==> src/rtl/cursor_blink_pkg.sv <==
package cursor_blink_pkg;
  typedef enum logic [1:0] {
    SEQ_B1   = 2'd0,
    SEQ_B2   = 2'd1,
    SEQ_B3   = 2'd2,
    SEQ_DONE = 2'd3
  } seq_e;

  typedef struct packed {
    logic       en;
    logic       steady;
    logic [4:0] top;
    logic [4:0] bot;
  } shape_t;
endpackage

==> src/rtl/cursor_cfg_seq.sv <==
module cursor_cfg_seq
  import cursor_blink_pkg::*;
#(
  parameter int LINE_W = 5,
  parameter int BR_W   = 5,
  localparam int CNT_W = BR_W + 2
) (
  input  logic              clk,
  input  logic              rst,
  input  logic              cmd_start,
  input  logic              prm_valid,
  input  logic [7:0]        prm_data,
  output logic              en,
  output logic              steady,
  output logic [LINE_W-1:0] top,
  output logic [LINE_W-1:0] bot,
  output logic [LINE_W-1:0] row_last,
  output logic [CNT_W-1:0]  period
);
  localparam int BR_LO = 2;
  localparam int BR_HI = BR_W - BR_LO;
  localparam logic [BR_W:0] BR_ZERO_MAP = (BR_W+1)'(1) << BR_W;

  seq_e       step;
  logic [7:0] held_b2;
  logic [BR_W-1:0] br_raw;
  logic [BR_W:0]   br_eff;

  assign br_raw = {prm_data[BR_HI-1:0], held_b2[7:8-BR_LO]};
  assign br_eff = (br_raw == '0) ? BR_ZERO_MAP : {1'b0, br_raw};

  always_ff @(posedge clk) begin
    if (rst) begin
      step     <= SEQ_B1;
      held_b2  <= '0;
      en       <= 1'b1;
      steady   <= 1'b0;
      top      <= '0;
      bot      <= LINE_W'(15);
      row_last <= LINE_W'(15);
      period   <= {BR_ZERO_MAP, 1'b0};
    end else if (cmd_start) begin
      step <= SEQ_B1;
    end else if (prm_valid) begin
      case (step)
        SEQ_B1: begin
          en       <= prm_data[7];
          row_last <= prm_data[LINE_W-1:0];
          step     <= SEQ_B2;
        end
        SEQ_B2: begin
          held_b2 <= prm_data;
          step    <= SEQ_B3;
        end
        SEQ_B3: begin
          top    <= held_b2[LINE_W-1:0];
          steady <= held_b2[5];
          bot    <= prm_data[7:8-LINE_W];
          period <= {br_eff, 1'b0};
          step   <= SEQ_DONE;
        end
        default: step <= SEQ_DONE;
      endcase
    end
  end

  a_r9_done_sticky: assert property (@(posedge clk) disable iff (rst)
    (step == SEQ_DONE && !cmd_start) |=> step == SEQ_DONE);
  a_r10_start_wins: assert property (@(posedge clk) disable iff (rst)
    cmd_start |=> step == SEQ_B1);
  a_r4_period_nonzero: assert property (@(posedge clk) disable iff (rst)
    period != '0 && period[0] == 1'b0);
endmodule

==> src/rtl/cursor_blink_timer.sv <==
module cursor_blink_timer #(
  parameter int BR_W   = 5,
  localparam int CNT_W = BR_W + 2
) (
  input  logic             clk,
  input  logic             rst,
  input  logic             frame_tick,
  input  logic [CNT_W-1:0] period,
  output logic [1:0]       phase
);
  logic [CNT_W-1:0] cnt;
  logic [CNT_W-1:0] cnt_inc;

  assign cnt_inc = cnt + CNT_W'(1);

  always_ff @(posedge clk) begin
    if (rst) begin
      cnt   <= '0;
      phase <= 2'd0;
    end else if (frame_tick) begin
      if (cnt_inc == period) begin
        cnt   <= '0;
        phase <= phase + 2'd1;
      end else if (cnt_inc[CNT_W-1]) begin
        cnt <= '0;
      end else begin
        cnt <= cnt_inc;
      end
    end
  end

  a_r5_phase_only_on_tick: assert property (@(posedge clk) disable iff (rst)
    !frame_tick |=> $stable(phase));
  a_r5_phase_single_step: assert property (@(posedge clk) disable iff (rst)
    (phase != $past(phase)) |-> (phase == $past(phase) + 2'd1));
  a_r6_cnt_below_top: assert property (@(posedge clk) disable iff (rst)
    cnt[CNT_W-1] == 1'b0);
endmodule

==> src/rtl/cursor_line_gate.sv <==
module cursor_line_gate
  import cursor_blink_pkg::*;
#(
  parameter int LINE_W = 5
) (
  input  logic              clk,
  input  logic              rst,
  input  logic              en,
  input  logic              steady,
  input  logic [LINE_W-1:0] top,
  input  logic [LINE_W-1:0] bot,
  input  logic [1:0]        phase,
  input  logic [LINE_W-1:0] row_line,
  output logic              draw
);
  logic in_range;
  logic visible;

  assign in_range = (row_line >= top) && (row_line <= bot);
  assign visible  = steady || !phase[1];

  always_ff @(posedge clk) begin
    if (rst) draw <= 1'b0;
    else     draw <= en && in_range && visible;
  end

  a_r8_disabled_no_draw: assert property (@(posedge clk) disable iff (rst)
    !en |=> !draw);
  a_r7_hidden_phase: assert property (@(posedge clk) disable iff (rst)
    (!steady && phase[1]) |=> !draw);
  a_r8_below_top: assert property (@(posedge clk) disable iff (rst)
    (row_line < top) |=> !draw);
endmodule

==> src/rtl/cursor_blink_gen.sv <==
module cursor_blink_gen
  import cursor_blink_pkg::*;
#(
  parameter int LINE_W = 5,
  parameter int BR_W   = 5
) (
  input  logic              clk,
  input  logic              rst,
  input  logic              cmd_start,
  input  logic              prm_valid,
  input  logic [7:0]        prm_data,
  input  logic              frame_tick,
  input  logic [LINE_W-1:0] row_line,
  output logic              cursor_draw,
  output logic [1:0]        blink_phase,
  output logic [LINE_W-1:0] row_last
);
  localparam int CNT_W = BR_W + 2;

  shape_t           shape;
  logic [CNT_W-1:0] period;

  cursor_cfg_seq #(.LINE_W(LINE_W), .BR_W(BR_W)) u_cfg (
    .clk(clk), .rst(rst), .cmd_start(cmd_start), .prm_valid(prm_valid),
    .prm_data(prm_data), .en(shape.en), .steady(shape.steady),
    .top(shape.top), .bot(shape.bot), .row_last(row_last), .period(period)
  );

  cursor_blink_timer #(.BR_W(BR_W)) u_timer (
    .clk(clk), .rst(rst), .frame_tick(frame_tick), .period(period),
    .phase(blink_phase)
  );

  cursor_line_gate #(.LINE_W(LINE_W)) u_gate (
    .clk(clk), .rst(rst), .en(shape.en), .steady(shape.steady),
    .top(shape.top), .bot(shape.bot), .phase(blink_phase),
    .row_line(row_line), .draw(cursor_draw)
  );
endmodule

==> config.mk <==
export PLATFORM = sky130hd
export DESIGN_NAME = cursor_blink_gen
export DESIGN_NICKNAME = d
export VERILOG_FILES = /design/src/rtl/cursor_blink_pkg.sv /design/src/rtl/cursor_cfg_seq.sv /design/src/rtl/cursor_blink_timer.sv /design/src/rtl/cursor_line_gate.sv /design/src/rtl/cursor_blink_gen.sv
export SDC_FILE = /design/constraint.sdc
export NUM_CORES = 1
export LEC_CHECK = 0
export ABC_AREA = 0
export BUFFER_PORTS_ARGS = -buffer_cell sky130_fd_sc_hd__clkbuf_2
export CORE_MARGIN = 4
export CORE_UTILIZATION = 50
export CTS_BUF_LIST = sky130_fd_sc_hd__clkbuf_4
export DETAILED_ROUTE_END_ITERATION = 16
export PLACE_DENSITY = 0.71
export REMOVE_ABC_BUFFERS = 1
export SKIP_CTS_REPAIR_TIMING = 1
export SYNTH_ARGS = -nofsm -noshare
export SYNTH_HDL_FRONTEND = slang
export SYNTH_SLANG_ARGS = --single-unit
==> constraint.sdc <==
create_clock -name clk -period 4.7 [get_ports clk]
set_clock_uncertainty 0.2 [all_clocks]
set_input_delay 0 -clock clk [delete_from_list [all_inputs] [get_ports clk]]
set_output_delay 0 -clock clk [all_outputs]
set_load 0.02 [all_outputs]
== Word level (Yosys, flattened, before mapping) ==
Index checks and enable logic that the tools add are counted.
W data, S select, Z words.

* Register bits: 43
* Output and inout bits: 8
* Logic and storage cells: 35

* $add $sub $neg: 2
* Magnitude comparators: 2
* Equal/unequal tests: 3
* Muxes and demuxes: 4
* Bitwise operators: 1
* Reductions and logical operators: 12

{| class="wikitable"
|+ Operators with widths
! operator !! count
|-
| $mux W6 || 2
|-
| $reduce_and A3 Y1 || 3
|-
| $add A7 B1 Y7 const B || 1
|-
| $eq A7 B7 Y1 || 1
|-
| $mux W7 || 1
|-
| $ge A5 B5 Y1 || 1
|-
| $le A5 B5 Y1 || 1
|-
| $logic_not A5 Y1 || 1
|-
| $pmux W2 S2 || 1
|-
| $logic_and A1 B1 Y1 || 3
|-
| $add A2 B1 Y2 const B || 1
|-
| $eq A2 B1 Y1 const B || 1
|-
| $eq A2 B2 Y1 const B || 1
|-
| $logic_not A2 Y1 || 1
|-
| $reduce_and A2 Y1 || 1
|-
| $reduce_or A2 Y1 || 1
|-
| $logic_not A1 Y1 || 1
|-
| $logic_or A1 B1 Y1 || 1
|-
| $not A1 Y1 || 1
|}

== Logic depth before layout (Yosys ltp) ==
* Word-level depth: 4
* Depth in mapped cells: 8
* Depth with buffers taken out: 8

== Cells and area by module ==
A second synthesis with hierarchy kept.

* Cells, all modules: 240
* Area, all modules: 2157.1 µm²

{| class="wikitable"
|+ By module, submodules not included
! module !! instances !! cells an instance !! area an instance (µm²) !! sequential area each (µm²)
|-
| cursor_cfg_seq || 1 || 134 || 1257.5 || 660.6
|-
| cursor_blink_timer || 1 || 68 || 605.6 || 160.2
|-
| cursor_line_gate || 1 || 38 || 294.0 || 20.0
|}

== Least setup slack after synthesis ==
No wires, ideal clock.

* Path kind: register to register
* From: reg u_timer.cnt[0]
* To: reg u_timer.cnt[4]
* Arrival time: 1690 ps
* Required time: 4368 ps
* Slack: 2678 ps
* Stages on the path, launching flop included: 8
* Path through: dfxtp_1 ha_1 xor2_1 xnor2_1 nand3_1 or4_4 nand3_1 a31oi_1

* Word-level cells in the longest chain between the ends: 3
* Elaborated cells on any way between the ends: 4

{| class="wikitable"
|+ RTL lines
! item !! line !! text
|-
| start, declared || cursor_blink_timer.sv:11 || <nowiki>logic [CNT_W-1:0] cnt;</nowiki>
|-
| start signal, assigned || cursor_blink_timer.sv:27 || <nowiki>cnt <= cnt_inc;</nowiki>
|-
| $add A7 B1 Y7 (*) || cursor_blink_timer.sv:14 || <nowiki>assign cnt_inc = cnt + CNT_W'(1);</nowiki>
|-
| $eq A7 B7 Y1 or $mux W6 (tied branches) || cursor_blink_timer.sv:21, cursor_blink_timer.sv:24 ||
|-
| $mux W7 (*) || cursor_blink_timer.sv:21 || <nowiki>if (cnt_inc == period) begin</nowiki>
|}

Mark *: on every way between the ends. The rest lies on a longest branch, timed or not.
A chain may end at the register's enable or synchronous reset.

== Worst setup path after layout ==
* From: reg u_cfg.bot[1]
* To: reg u_gate.draw

* Word-level cells in the longest chain between the ends: 4

{| class="wikitable"
|+ RTL lines
! item !! line !! text
|-
| start, declared || cursor_cfg_seq.sv:16 || <nowiki>output logic [LINE_W-1:0] bot,</nowiki>
|-
| start signal, assigned || cursor_cfg_seq.sv:58 || <nowiki>bot <= prm_data[7:8-LINE_W];</nowiki>
|-
| $le A5 B5 Y1 || cursor_line_gate.sv:19 || <nowiki>assign in_range = (row_line >= top) && (row_line <= bot);</nowiki>
|-
| $logic_and A1 B1 Y1 || cursor_line_gate.sv:19 ||
|-
| $logic_and A1 B1 Y1 (2 in a row) || cursor_line_gate.sv:24 || <nowiki>else draw <= en && in_range && visible;</nowiki>
|-
| end signal, assigned || cursor_line_gate.sv:24 ||
|-
| end, declared || cursor_line_gate.sv:14 || <nowiki>output logic draw</nowiki>
|}

Every way passes these cells.

==> impl_metrics.csv <==
group,metric,value,unit
floorplanning,io_pins,26,
placement,gp_congestion,0.821,
placement,hpwl,2810,µm
layout,drive_above_1_share,0.153,
logic_synthesis,synth-seq-area-share,0.425,
clock_tree,clkLatencyLatePin,350,ps
clock_tree,clk_pin_slew,110,ps
timing,relSlewSlack,0.529,
floorplanning,die-area,5030,µm²
logic_synthesis,ys_ff_latch,42,
logic_synthesis,avgSynthCellArea,8.46,µm²
power_and_ir_drop,leakage,0.949,nW
global_routing,overflow,0,
setup_path,startpoint_type,"flop",
power_and_ir_drop,power.total,0.000612,W
global_routing,grt_pass1_wl,6730,µm
floorplanning,die_x,70.9,µm
layout,final_common_cell,"nand2_1",
placement,io_buffers,25,
setup_path,reg2reg_slack,1320,ps
floorplanning,num_rows,22,
setup_path,worstPathRequired,4800,ps
detailed_routing,first_iter_violations,81,
clock_tree,cts_max_path_buffers,2,
setup_path,worst-setup-path-type,"reg2reg",
power_and_ir_drop,irDropWorstVdd,0.183,mV
clock_tree,cts_sinks,42,
global_routing,grt_max_degree,35,
setup_path,rr_startpoint,"u_cfg.bot[1]",
setup_path,reg2reg_depth,11,
detailed_routing,drtPass1Iterations,4,
layout,layout.filler_cells,364,
layout,final_cell_mix,"nand2_1, dfxtp_1, clkbuf_2",
run_status,status,"finished clean",
global_routing,groute.usage.overall,0.168,
detailed_routing,vias,1655,
timing,period_needed,3380,ps
global_routing,grt_pass1_vias,1458,
setup_path,worstPathMaxFanout,2,
setup_path,cp-end-kind,"flop",
logic_synthesis,synthCells,234,
detailed_routing,wirelength,4030,µm
setup_path,arrival,3480,ps
global_routing,antenna_found_initial,0,
setup_path,reg2reg_to,"u_gate.draw",
setup_path,startpoint,"u_cfg.bot[1]",
logic_synthesis,synth.yosys.warnings,0,
layout,area_delta_synth_final,18.5,%
logic_synthesis,synth_edf_count,0,
job,max_cap_violations,0,
logic_synthesis,synth.cell_area,1980,µm²
detailed_routing,drc,0,
power_and_ir_drop,power_density,261,nW/µm²
floorplanning,core,3740,µm²
floorplanning,chipHeight,70.9,µm
timing,tightest_slew,707,ps
clock_tree,cts-root-buf,"clkbuf_4",
logic_synthesis,async_reset_ff_frac,0,
min_path,hp-class,"in2reg",
detailed_routing,routedWlPerCell,12.5,µm
timing,tns,0,ps
logic_synthesis,synth_flop_cell,"dfxtp_1",
timing,hold_viol,0,
detailed_routing,ant_nets,0,
setup_path,crit_end,"u_gate.draw",
timing,slew_violations,0,
layout,finalNetCount,302,
timing,max_freq,0.296,GHz
layout,n_antenna_cell,0,
clock_tree,htree_num_levels,2,
clock_tree,cts_buffers,5,
clock_tree,cts_tree,"built",
floorplanning,start_util,0.529,
timing,finalCritPeriodShare,0.719,
logic_synthesis,synth.distinct_cells,40,
timing,rsz0062_at_grt,"no",
detailed_routing,vias_per_cell,5.14,
timing,finalSetupViolCount,0,
[power breakdown]
part,switching [W],internal (W),total [W]
registers,0.00000537,0.000363,0.000369
logic,0.0000370,0.0000318,0.0000688
clock network,0.000113,0.0000621,0.000175
total,0.000155,0.000457,0.000612
[routing by layer]
| layer | part of all wire | wire, µm | GRT usage | up-vias |
|---|---|---|---|---|
| met3 | 0.041 | 165 | 0.0398 | 8 |
| met4 | 0.019 | 77 | 0.0835 | 0 |
| met5 | 0 | 0 | 0 | - |
| li1 | - | - | - | 870 |
| met2 | 0.43 | 1720 | 0.235 | 31 |
| met1 | 0.51 | 2070 | 0.240 | 746 |
[critical path, cell delays in order, from the launching register on]
cell and delay (ps):
dfxtp_1 320, inv_1 50, ha_1 280, nor2b_1 130, o21ai_0 150, nand2b_1 80, a211oi_1 230, dlygate4sd3_1 580
nor2_1 40, dlygate4sd3_1 550, nor3_1 170, dlygate4sd3_1 560
[cell type report]
cell class	instances	area (µm²)	area share
clock inverter	2	8.76	0.00373
clock buffer	6	45.0	0.0192
tap	48	60.1	0.0256
timing repair buffer	42	295	0.126
inverter	11	41.3	0.0176
sequential	42	841	0.358
multi-input combinational	171	1060	0.450
[flip-flops by register name, summed over array words and instances (netlist names)]
signal and flops:
u_cfg.steady 1, u_cfg.held_b2 8, u_cfg.bot 5, u_timer.cnt 6, u_cfg.en 1, u_timer.phase 2, u_cfg.top 5, u_cfg.period 6
u_gate.draw 1, u_cfg.step 2, u_cfg.row_last 5
[synth_stat cells (2+ instances only)]
cell	n	area [µm²]
nand2_1	43	161
dfxtp_1	42	841
a21oi_1	20	100
nand3_1	18	90.1
nor2_1	12	45.0
ha_1	11	138
inv_1	11	41.3
mux2i_1	8	80.1
xnor2_1	8	70.1
nand2b_1	6	37.5
clkbuf_1	5	18.8
buf_2	4	20.0
o211ai_1	4	30.0
a21o_1	3	22.5
and3_1	3	18.8
nor2b_1	3	18.8
nor3b_1	3	22.5
o21ai_0	3	15.0
xor2_1	3	26.3
a211oi_1	2	15.0
nor2_2	2	12.5
nor3_1	2	10.0
[worst min-delay path by stage]
stage / start / end / slack (ps) / cells past startpoint
after floorplan: rst / u_cfg.bot[4] / -130 / 1
after global placement: prm_data[6] / u_cfg.bot[3] / 50 / 3
after detailed placement: prm_data[6] / u_cfg.bot[3] / 50 / 3
after CTS: cmd_start / u_cfg.step[1] / -330 / 2
after global routing: rst / u_cfg.held_b2[1] / 120 / 2
final: rst / u_cfg.held_b2[5] / 90 / 2
[logic make-up after synthesis]
logic type,after synthesis,share of synthesized area
simple gates,103,0.258
buf+inv,21,0.0423
fa+ha+maj,11,0.0695
xor+xnor,11,0.0486
flops,42,0.425
mux,9,0.0461
compound gates,37,0.111
[stage by stage]
step           setup slack [ps]  std cells  area, µm²  hold WS [ps]  utilization
3_3_place_gp               2570        297       2120          49.0        0.567
5_1_grt                    1200        322       2350           118        0.627
6_report                   1320        322       2350          86.1        0.627
4_1_cts                    2440        305       2180          -334        0.582
3_5_place_dp               2490        297       2120          54.6        0.567
2_1_floorplan              2690        224       1940          -131            -
Note: power is estimated with default switching activity, not from simulation.
